## src/rtl/xpb_pkg.sv

```systemverilog
package xpb_pkg;

   // registered control bundle handed from the input stage to the bank
   typedef struct packed {
      logic wr_n;
      logic load;
   } xpb_ctrl_t;

   localparam xpb_ctrl_t XPB_CTRL_IDLE = '{wr_n: 1'b1, load: 1'b0};

endpackage

```

## src/rtl/xpb_input_stage.sv

```systemverilog
module xpb_input_stage
   import xpb_pkg::*;
#(
   parameter int ADDR_W  = 3,
   parameter int PARAM_W = 16
) (
   input  logic               clk_i,
   input  logic               rst_ni,
   input  logic               wr_n_i,
   input  logic               load_i,
   input  logic [ADDR_W-1:0]  waddr_i,
   input  logic [PARAM_W-1:0] wdata_i,
   output xpb_ctrl_t          ctrl_o,
   output logic [ADDR_W-1:0]  addr_o,
   output logic [PARAM_W-1:0] data_o
);

   always_ff @(posedge clk_i or negedge rst_ni) begin
      if (!rst_ni) begin
         ctrl_o <= XPB_CTRL_IDLE;
         addr_o <= '0;
         data_o <= '0;
      end else begin
         ctrl_o.wr_n <= wr_n_i;
         ctrl_o.load <= load_i;
         addr_o      <= waddr_i;
         data_o      <= wdata_i;
      end
   end

endmodule

```

## src/rtl/xpb_reg_bank.sv

```systemverilog
module xpb_reg_bank
   import xpb_pkg::*;
#(
   parameter int N_REGS  = 8,
   parameter int ADDR_W  = 3,
   parameter int PARAM_W = 16
) (
   input  logic                      clk_i,
   input  logic                      rst_ni,
   input  xpb_ctrl_t                 ctrl_i,
   input  logic [ADDR_W-1:0]         addr_i,
   input  logic [PARAM_W-1:0]        data_i,
   output logic [N_REGS*PARAM_W-1:0] work_o
);

   logic [PARAM_W-1:0] pre_q  [N_REGS];
   logic [PARAM_W-1:0] work_q [N_REGS];

   for (genvar gi = 0; gi < N_REGS; gi++) begin : g_entry
      logic sel;
      assign sel = !ctrl_i.wr_n && (addr_i == ADDR_W'(gi));

      always_ff @(posedge clk_i or negedge rst_ni) begin
         if (!rst_ni)  pre_q[gi] <= '0;
         else if (sel) pre_q[gi] <= data_i;
      end

      // the load reads pre_q before this edge's write lands
      always_ff @(posedge clk_i or negedge rst_ni) begin
         if (!rst_ni)          work_q[gi] <= '0;
         else if (ctrl_i.load) work_q[gi] <= pre_q[gi];
      end

      assign work_o[gi*PARAM_W +: PARAM_W] = work_q[gi];

      assert_work_hold_R4: assert property (@(posedge clk_i) disable iff (!rst_ni)
         !ctrl_i.load |=> $stable(work_o[gi*PARAM_W +: PARAM_W]))
         else $error("working entry changed without load");

      assert_write_lands_R2: assert property (@(posedge clk_i) disable iff (!rst_ni)
         (!ctrl_i.wr_n && addr_i == ADDR_W'(gi)) |=> pre_q[gi] == $past(data_i))
         else $error("addressed preload entry not written");

      assert_other_kept_R2: assert property (@(posedge clk_i) disable iff (!rst_ni)
         (ctrl_i.wr_n || addr_i != ADDR_W'(gi)) |=> $stable(pre_q[gi]))
         else $error("unaddressed preload entry changed");
   end

endmodule

```

## src/rtl/xpb_window_cmp.sv

```systemverilog
module xpb_window_cmp #(
   parameter int X_W     = 14,
   parameter int COORD_W = 12
) (
   input  logic               clk_i,
   input  logic               rst_ni,
   input  logic [X_W-1:0]     coord_i,
   input  logic [COORD_W-1:0] lo_i,
   input  logic [COORD_W-1:0] hi_i,
   output logic               flag_o
);

   localparam int EXT_W = X_W - COORD_W;

   logic               in_range;
   logic [COORD_W-1:0] c_low;
   logic               hit;

   // sign bit and overflow bits must all be clear
   assign in_range = (coord_i[X_W-1 -: EXT_W] == '0);
   assign c_low    = coord_i[COORD_W-1:0];
   assign hit      = in_range && (c_low >= lo_i) && (c_low <= hi_i);

   always_ff @(posedge clk_i or negedge rst_ni) begin
      if (!rst_ni) flag_o <= 1'b0;
      else         flag_o <= hit;
   end

   assert_outside_low_R7: assert property (@(posedge clk_i) disable iff (!rst_ni)
      flag_o |-> ($past(coord_i[X_W-1 -: EXT_W]) == '0))
      else $error("flag high for negative or oversize coordinate");

   assert_limits_R6: assert property (@(posedge clk_i) disable iff (!rst_ni)
      flag_o |-> ($past(coord_i[COORD_W-1:0]) >= $past(lo_i)
               && $past(coord_i[COORD_W-1:0]) <= $past(hi_i)))
      else $error("flag high outside window limits");

endmodule

```

## src/rtl/xform_param_bank.sv

```systemverilog
module xform_param_bank
   import xpb_pkg::*;
#(
   parameter int N_REGS  = 8,
   parameter int PARAM_W = 16,
   parameter int COORD_W = 12,
   parameter int X_W     = 14,
   parameter int LO_IDX  = 0,
   parameter int HI_IDX  = 1,
   localparam int ADDR_W = $clog2(N_REGS)
) (
   input  logic                      clk_i,
   input  logic                      rst_ni,
   input  logic                      wr_n_i,
   input  logic [ADDR_W-1:0]         waddr_i,
   input  logic [PARAM_W-1:0]        wdata_i,
   input  logic                      load_i,
   input  logic [X_W-1:0]            coord_i,
   output logic [N_REGS*PARAM_W-1:0] work_o,
   output logic                      in_win_o
);

   if (N_REGS < 2)                              $error("N_REGS must be at least 2");
   if (PARAM_W < COORD_W)                       $error("PARAM_W narrower than COORD_W");
   if (X_W <= COORD_W)                          $error("X_W needs sign/overflow bits");
   if (LO_IDX >= N_REGS || HI_IDX >= N_REGS)    $error("limit index out of range");
   if (LO_IDX == HI_IDX)                        $error("limit indices must differ");

   xpb_ctrl_t           ctrl_q;
   logic [ADDR_W-1:0]   addr_q;
   logic [PARAM_W-1:0]  data_q;

   xpb_input_stage #(.ADDR_W(ADDR_W), .PARAM_W(PARAM_W)) u_in (
      .clk_i   (clk_i),
      .rst_ni  (rst_ni),
      .wr_n_i  (wr_n_i),
      .load_i  (load_i),
      .waddr_i (waddr_i),
      .wdata_i (wdata_i),
      .ctrl_o  (ctrl_q),
      .addr_o  (addr_q),
      .data_o  (data_q)
   );

   xpb_reg_bank #(.N_REGS(N_REGS), .ADDR_W(ADDR_W), .PARAM_W(PARAM_W)) u_bank (
      .clk_i  (clk_i),
      .rst_ni (rst_ni),
      .ctrl_i (ctrl_q),
      .addr_i (addr_q),
      .data_i (data_q),
      .work_o (work_o)
   );

   xpb_window_cmp #(.X_W(X_W), .COORD_W(COORD_W)) u_cmp (
      .clk_i   (clk_i),
      .rst_ni  (rst_ni),
      .coord_i (coord_i),
      .lo_i    (work_o[LO_IDX*PARAM_W +: COORD_W]),
      .hi_i    (work_o[HI_IDX*PARAM_W +: COORD_W]),
      .flag_o  (in_win_o)
   );

   assert_reset_clear_R8: assert property (@(posedge clk_i)
      $rose(rst_ni) |-> (work_o == '0))
      else $error("working layer not clear after reset");

endmodule

```

## config.mk

```make
export PLATFORM = sky130hd
export DESIGN_NAME = xform_param_bank
export DESIGN_NICKNAME = d
export VERILOG_FILES = /design/src/rtl/xpb_pkg.sv /design/src/rtl/xpb_input_stage.sv /design/src/rtl/xpb_reg_bank.sv /design/src/rtl/xpb_window_cmp.sv /design/src/rtl/xform_param_bank.sv
export SDC_FILE = /design/constraint.sdc
export NUM_CORES = 1
export LEC_CHECK = 0
export BUFFER_PORTS_ARGS = -buffer_cell sky130_fd_sc_hd__buf_4
export CELL_PAD_IN_SITES_DETAIL_PLACEMENT = 1
export CELL_PAD_IN_SITES_GLOBAL_PLACEMENT = 1
export CORE_MARGIN = 3
export CORE_UTILIZATION = 49
export CTS_BUF_LIST = sky130_fd_sc_hd__clkbuf_4 sky130_fd_sc_hd__clkbuf_8
export DETAILED_ROUTE_END_ITERATION = 12
export MAX_ROUTING_LAYER = met4
export PLACE_DENSITY = 0.86
export SKIP_LAST_GASP = 1
export SYNTH_ARGS = -nofsm -noshare
export SYNTH_HDL_FRONTEND = slang
export SYNTH_SLANG_ARGS = --single-unit
```

## constraint.sdc

```tcl
create_clock -name clk_i -period 2.1 [get_ports clk_i]
set_clock_uncertainty 0.15 [all_clocks]
set_input_delay 0.21 -clock clk_i [delete_from_list [all_inputs] [get_ports clk_i]]
set_output_delay 0.21 -clock clk_i [all_outputs]
set_load 0.02 [all_outputs]
```

==> results of run 1 <==
[state kept, by name, indices dropped and copies added (netlist names)]
| register | cells |
|---|---|
| u_bank.work_o | 128 |
| u_in.addr_o | 3 |
| u_cmp.flag_o | 1 |
| u_in.ctrl_o | 2 |
| u_in.data_o | 16 |
| u_bank.pre_q | 128 |
[repair_timing]
item,CTS,global route
hold endpoints to repair,227,0
endpoints found under the setup margin,1,1
setup buffers,0,0
gates resized for setup,1,3
hold buffers,24,0
pin swaps,0,1
[metrics by stage]
stage               util (%)  setup slack, ps  std cells
detailed placement      58.4             11.8       1116
CTS                     64.2             47.8       1222
floorplan                  -              106        680
finish                  64.3             52.6       1222
global placement        58.4              156       1116
global route            64.3             3.77       1222
[metal layers]
| layer | wire length (um) | vias up | track usage [%] |
|---|---|---|---|
| met1 | 11500 | 3420 | 29.9 |
| met5 | 0 | - | - |
| met3 | 1190 | 35 | 4.53 |
| li1 | - | 2841 | - |
| met2 | 14700 | 184 | 42.2 |
| met4 | 406 | 0 | 6.35 |
[power by group]
group	internal (mW)	total, mW	switching [mW]
Sequential	6.56	7.38	0.823
Clock	2.86	4.98	2.12
Combinational	1.90	3.84	1.93
[cell usage in the layout (no fill, tap or decap), types with 3 or more instances in the layout]
master / synthesis / routed
dlygate4sd3_1: 0 / 24
buf_4: 7 / 179
nor2_1: 3 / 3
buf_12: 0 / 9
clkinv_2: 0 / 4
nand2_1: 26 / 26
o21ai_0: 25 / 25
mux2_1: 4 / 4
mux2_2: 220 / 220
mux2_4: 10 / 10
ha_1: 24 / 24
clkbuf_4: 0 / 15
nand3_1: 3 / 3
inv_1: 25 / 25
nand4_1: 4 / 4
dfrtp_1: 277 / 276
clkbuf_8: 0 / 61
nor3_4: 4 / 4
a21oi_1: 10 / 10
[layout make-up]
type,count,area [um^2]
Clock inverter,6,36.3
Sequential cell,278,6960
Timing Repair Buffer,213,1780
Fill cell,1950,7600
Tap cell,275,344
Inverter,25,93.8
Multi-Input combinational cell,349,3520
Clock buffer,76,952
[worst max-delay path by stage]
stage / slack [ps] / start / to
6_report: 50 / u_bank.work_o[25] / u_cmp.flag_o
5_1_grt: 4 / u_bank.work_o[26] / u_cmp.flag_o
4_1_cts: 50 / u_bank.work_o[26] / u_cmp.flag_o
3_5_place_dp: 10 / u_bank.work_o[25] / u_cmp.flag_o
3_3_place_gp: 160 / u_bank.work_o[26] / u_cmp.flag_o
2_1_floorplan: 110 / u_bank.work_o[25] / u_cmp.flag_o
[kinds of logic (layout without fill, tap and decap cells)]
family          Yosys count  count (layout)
simple gates             50              50
fa+ha+maj                24              24
mux                     234             234
compound gates           41              41
flops                   278             278
buf+inv                  53             320
[worst max-delay path: stages, from the launching register on]
cell and delay, ps:
dfrtp_1 360, inv_1 70, ha_1 310, nand4_1 180, or4_4 570, a2111oi_4 300
==> results.py, run 1 <==
metrics = {
    "critical_path": {
        "start_kind": "flop",
        "reg2reg_depth": 5,
        "rrSetupSlack_ps": 50,
        "critPathCaptureType": "flop",
        "timing.rr.end": "u_cmp.flag_o",
        "cp.required_ps": 2380,
        "critPathArrivalTime_ps": 2320,
        "critical_path_class": "flop to flop",
        "r2r-start": "u_bank.work_o[25]",
        "path_max_fanout": 3,
    },
    "power_and_ir_drop": {
        "p_leak_nw": 6.38,
        "power.density_nw_per_um2": 1180,
        "finalPower_mw": 16.2,
        "vdd_drop_max_uv": 770,
    },
    "flow_run": {
        "drv_cap": 0,
    },
    "synth": {
        "synth_area_leaders": "dfrtp_1, mux2_2, ha_1",
        "synth_edf_count": 0,
        "synth_flop_cell": "dfrtp_1",
        "synth_top_family_by_area": "multiplexers",
        "yosys.area_share.simple_pct": 2.83,
        "yosysTopAreaCell": "dfrtp_1",
        "syn_area_um2": 10700,
        "synth_top_area_share_pct": 64.7,
        "synth.area.mux_share_pct": 24.9,
        "synth_fa_ha_area_share_pct": 2.80,
        "syn_area_per_cell_um2": 15.8,
        "synth_seq_cells": 278,
        "synth_most_common_cell": "dfrtp_1",
        "synth_compound_area_share_pct": 2.07,
        "synthXorXnorAreaFrac_pct": 0,
        "yosysWarnings": 0,
        "syn_inst": 680,
        "synthTopCellsByCount": "dfrtp_1, mux2_2, nand2_1, inv_1, o21ai_0",
        "synthArstFlopShare_pct": 100,
        "seq_area_frac_synth_pct": 64.9,
        "synth_cell_types": 32,
        "syn_nets": 741,
    },
    "sta": {
        "fin_crit_sh_pct": 97.5,
        "finalHoldViolations": 0,
        "max_freq_ghz": 0.488,
        "fin_tns_setup_ps": 0,
        "worst_pin_slew_ps": 826,
        "hold_ws_ps": 76.0,
        "finalSetupViolCount": 0,
        "slew_violations": 0,
        "layout_min_cycle_time_ps": 2050,
        "relSlewSlack_pct": 44.7,
        "rsz0062_at_grt": "false",
    },
    "cells_and_area": {
        "fin_area_um2": 13700,
        "fin_nets": 974,
        "areaGrowthSynthToFinish_pct": 27.7,
        "drive_above_1_share_pct": 54.5,
        "antenna_cells": 0,
    },
    "place": {
        "detailed_place_hpwl_mm": 18.1,
        "place_area_um2": 12400,
        "io_buffers": 165,
        "place.gp.congestion": 0.898,
    },
    "die": {
        "num_rows": 53,
        "die_w_um": 154,
        "start_util_pct": 50.3,
        "pin_count": 166,
        "die-area_um2": 23700,
        "core_area_um2": 21300,
        "die_h_um": 154,
    },
    "routing": {
        "via_per_inst": 5.30,
        "drt_iter0_markers": 230,
        "ant_nets": 0,
        "num_vias": 6480,
        "wl_mm": 27.8,
        "dr.pass1.iters": 4,
        "drc_errors": 0,
        "routedWlPerCell_um": 22.8,
    },
    "global_routing": {
        "grt_pass1_wl_mm": 44.0,
        "grt_overflow_total": 0,
        "grt_usage_pct": 24.4,
        "grt_max_degree": 73,
        "antenna_found_initial": 1,
        "grt_pass1_vias": 7689,
    },
    "status": {
        "status": "complete, no violations",
    },
    "clocking": {
        "cts_root_buf": "clkbuf_8",
        "cts_tree": "yes",
        "cts_buffers": 46,
        "clockBufferDepth": 3,
        "htree_levels": 2,
        "cts_sinks": 278,
        "path_clk_slew_ps": 60,
        "clock_latency_ps": 540,
    },
    "min_path": {
        "hold_class": "input port to async pin",
    },
}
(Power assumes the default switching activity.)
==> run 2, diff against run 1 <==
--- a/constraint.sdc
+++ b/constraint.sdc
@@ -4,2 +4,2 @@
 set_output_delay 0.21 -clock clk_i [all_outputs]
-set_load 0.02 [all_outputs]
+set_load 0.05 [all_outputs]
==> results.py, run 2 (synthesis gave the netlist of run 1 again) <==
metrics = {
    "die": {
        "die-area_um2": 23700,
        "num_rows": 53,
        "pin_count": 166,
        "die_w_um": 154,
        "core_area_um2": 21300,
        "start_util_pct": 50.3,
        "die_h_um": 154,
    },
    "global_routing": {
        "grt_pass1_vias": 7537,
        "grt_overflow_total": 0,
        "grt_usage_pct": 23.8,
        "grt_pass1_wl_mm": 43.0,
        "antenna_found_initial": 0,
        "grt_max_degree": 77,
    },
    "critical_path": {
        "critPathCaptureType": "flop",
        "start_kind": "flop",
        "r2r-start": "u_bank.work_o[25]",
        "startpoint": "u_bank.work_o[25]",
        "critical_path_class": "flop to flop",
        "path_max_fanout": 3,
        "cp.required_ps": 2370,
        "critPathArrivalTime_ps": 2340,
    },
    "flow_run": {
        "drv_cap": 0,
    },
    "routing": {
        "ant_nets": 0,
        "drt_iter0_markers": 262,
        "via_per_inst": 5.31,
        "wl_mm": 26.9,
        "drc_errors": 0,
        "routedWlPerCell_um": 22.0,
        "num_vias": 6492,
        "dr.pass1.iters": 4,
    },
    "place": {
        "io_buffers": 165,
        "post-place-ws_ps": 16.6,
        "placed_cells": 1117,
        "place.gp.congestion": 0.879,
        "detailed_place_hpwl_mm": 18.3,
    },
    "sta": {
        "fin_tns_setup_ps": 0,
        "slew_violations": 0,
        "finalSetupViolCount": 0,
        "timing.final.ws_setup_ps": 26.2,
        "hold_ws_ps": 20.3,
        "worst_pin_slew_ps": 793,
        "fin_crit_sh_pct": 98.8,
        "layout_min_cycle_time_ps": 2070,
        "max_freq_ghz": 0.482,
        "finalHoldViolations": 0,
        "relSlewSlack_pct": 47.0,
    },
    "clocking": {
        "clockBufferDepth": 3,
        "htree_levels": 2,
        "cts_root_buf": "clkbuf_8",
        "clock_latency_ps": 540,
        "cts_tree": "yes",
        "cts_buffers": 47,
        "cts_sinks": 278,
        "path_clk_slew_ps": 60,
    },
    "power_and_ir_drop": {
        "vdd_drop_max_uv": 967,
        "p_leak_nw": 6.38,
        "finalPower_mw": 17.8,
        "power.density_nw_per_um2": 1300,
    },
    "cells_and_area": {
        "fin_nets": 976,
        "layout.cells.non_filler": 1222,
        "antenna_cells": 0,
        "drive_above_1_share_pct": 55.3,
        "final_common_cell": "dfrtp_1",
        "areaGrowthSynthToFinish_pct": 27.9,
        "final_cell_mix": "dfrtp_1, mux2_2, buf_4",
    },
    "status": {
        "status": "complete, no violations",
    },
    "min_path": {
        "min_from": "coord_i[11]",
        "hold_class": "input port to flop",
    },
}
[run 2: report_power, final]
group          internal [mW]  switching, mW
Combinational           1.93           3.40
Sequential              6.57          0.821
Clock                   2.98           2.10
[run 2: path summary, 6_finish.rpt]
check                                     end  slack [ps]  cells past startpoint
max in group asynchronous      u_in.data_o[8]        1020                      3
setup / recovery                 u_cmp.flag_o          30                      5
setup reg to reg                 u_cmp.flag_o          30                      5
hold reg to reg              u_bank.work_o[6]         340                      2
hold / removal                   u_cmp.flag_o          20                      5
min in group asynchronous  u_bank.work_o[124]          80                      2
[run 2: metal layers]
metal	vias up	global-route usage (%)	wire (um)
met5	-	-	0
li1	2855	-	-
met3	57	6.05	1570
met1	3387	28.1	10700
met2	193	40.5	13900
met4	0	7.11	724
[run 2: layout make-up]
cell class / count / area, um^2
clock inverter: 9 / 97.6
tap: 275 / 344
multi-input combinational: 349 / 3520
clock buffer: 72 / 903
sequential: 278 / 6970
fill: 1952 / 7580
inverter: 25 / 93.8
timing repair buffer: 214 / 1770
[run 2: critical path: stages (launching register included)]
cell	delay, ps
dfrtp_2	360
inv_1	60
ha_1	300
nand4_1	200
or4_4	570
a2111oi_2	310
[run 2: what timing repair did]
item | CTS | global route
hold buffers | 24 | 0
resized for setup | 0 | 4
buffers inserted | 0 | 0
hold endpoints to repair | 283 | 0
endpoints found under the setup margin | 0 | 1
[run 2: per-stage QoR]
stage                     cell area (um^2)  util [%]
after detailed placement             12400      58.4
after floorplan                      10700         -
final                                13700      64.4
after global routing                 13700      64.4
after CTS                            13700      64.3
after global placement               12400      58.4
==> run 3, diff against run 2 <==
CORE_ASPECT_RATIO = 0.7   (was not set)
==> results.py, run 3 (synthesis gave the netlist of run 1 again) <==
metrics = {
    "clocking": {
        "cts_buffers": 42,
        "cts_root_buf": "clkbuf_8",
        "path_clk_slew_ps": 60,
        "clock_latency_ps": 530,
        "cts_sinks": 278,
        "clockBufferDepth": 3,
        "htree_levels": 2,
        "cts_tree": "yes",
    },
    "cells_and_area": {
        "areaGrowthSynthToFinish_pct": 27.8,
        "layout.cells.non_filler": 1221,
        "final_cell_mix": "dfrtp_1, mux2_2, buf_4",
        "fin_nets": 972,
        "drive_above_1_share_pct": 55.3,
        "utilization_pct": 64.9,
        "final_common_cell": "dfrtp_1",
    },
    "routing": {
        "routedWlPerCell_um": 22.8,
        "drc_errors": 0,
        "via_per_inst": 5.28,
        "wl_mm": 27.9,
        "num_vias": 6447,
        "drt_iter0_markers": 335,
        "ant_nets": 0,
        "dr.pass1.iters": 4,
    },
    "die": {
        "pin_count": 166,
        "die-area_um2": 23700,
        "start_util_pct": 50.8,
        "core_area_um2": 21100,
        "die_h_um": 130,
        "die_w_um": 183,
        "num_rows": 44,
    },
    "sta": {
        "relSlewSlack_pct": 54.7,
        "fin_crit_sh_pct": 100,
        "max_freq_ghz": 0.475,
        "timing.final.ws_setup_ps": -7.15,
        "finalSetupViolCount": 1,
        "slew_violations": 0,
        "worst_pin_slew_ps": 679,
        "layout_min_cycle_time_ps": 2110,
        "finalHoldViolations": 0,
    },
    "critical_path": {
        "start_kind": "flop",
        "slowest_delay_ps": 620,
        "cp.required_ps": 2370,
        "rrSetupSlack_ps": -7,
        "path_cells": "inv_1, ha_1, nand4_1, or4_4, a2111oi_4",
        "worst_path_max_delay_cell": "or4_4",
        "critical_path_class": "flop to flop",
        "cp_num_buf_inv": 1,
        "critPathCaptureType": "flop",
        "path_max_fanout": 3,
        "crit_family": "simple AND/OR/NAND/NOR gates",
        "critPathArrivalTime_ps": 2380,
        "reg2reg_depth": 5,
        "crit_cells": 5,
    },
    "global_routing": {
        "grt_usage_pct": 24.5,
        "grt_pass1_vias": 7459,
        "grt_pass1_wl_mm": 43.3,
        "grt_max_degree": 80,
        "grt_overflow_total": 0,
        "antenna_found_initial": 1,
    },
    "status": {
        "status": "finished, violations left",
        "violations": "setup timing",
    },
    "place": {
        "place.gp.congestion": 0.869,
        "detailed_place_hpwl_mm": 18.9,
        "placed_cells": 1118,
        "io_buffers": 165,
    },
    "power_and_ir_drop": {
        "power.density_nw_per_um2": 1270,
        "p_leak_nw": 6.35,
        "vdd_drop_max_uv": 821,
    },
    "min_path": {
        "holdPathStages": 5,
        "hold_class": "input port to flop",
    },
    "flow_run": {
        "drv_cap": 0,
    },
}
run 3: changes by cell type in the layout (fill, tap and decap cells not counted), sizes merged:
| cell | delta |
|---|---|
| buf | +1 |
| bufinv | -2 |
| clkbuf | -2 |
| diode | +1 |
run 3: path summary, 6_finish.rpt:
path	startpoint	endpoint
setup / recovery	u_bank.work_o[25]	u_cmp.flag_o
min in group asynchronous	rst_ni	u_in.data_o[10]
hold reg to reg	u_bank.pre_q[121]	u_bank.work_o[9]
max in group asynchronous	rst_ni	u_bank.pre_q[98]
hold / removal	coord_i[11]	u_cmp.flag_o
setup reg to reg	u_bank.work_o[25]	u_cmp.flag_o
run 3: repair_timing:
action,in CTS,in global routing
hold buffers,24,0
gates resized for setup,0,5
endpoints found under the hold margin,170,0
buffers inserted,0,1
setup endpoints to repair,0,1
run 3: where the power goes:
group | internal (mW) | switching [mW] | total [mW] | leakage [nW]
Sequential | 6.56 | 0.864 | 7.43 | 3.33
Clock | 2.60 | 2.06 | 4.66 | 0.485
Combinational | 1.94 | 3.38 | 5.32 | 2.54
Total | 11.1 | 6.31 | 17.4 | 6.35
run 3: stage by stage:
stage          TNS, ps  power (mW)  hold slack [ps]  setup WS (ps)  instance area [um^2]
6_report         -7.15        17.4             94.9          -7.15                 13700
5_1_grt          -78.8        18.2             78.1          -78.8                 13700
4_1_cts              0        17.5             8.53           33.3                 13600
3_5_place_dp         0        12.8              108           11.0                 12500
3_3_place_gp         0        12.5             95.1            114                 12500
2_1_floorplan        0        10.8             -236           23.7                 10700
run 3: cell type report:
class	count	area [um^2]
fillers	1939	7390
flip-flops and latches	278	6970
multi-input cells	349	3540
repair buffers	215	1840
clock buffers	70	863
well taps	276	345
inverters	25	93.8
clock inverters	7	37.5
diodes	1	2.50
run 3: per-layer routing:
| metal | share of wire, % | wire (um) | GRT usage [%] |
|---|---|---|---|
| met5 | 0 | 0 | - |
| met4 | 1.2 | 328 | 5.02 |
| met3 | 5.4 | 1520 | 4.99 |
| met2 | 48 | 13400 | 39.1 |
| met1 | 45 | 12600 | 33.3 |
run 3: tightest hold or removal path, stage by stage:
cell and delay (ps):
buf_4 90, ha_1 150, a21oi_1 60, o211ai_1 140, a2111oi_4 90
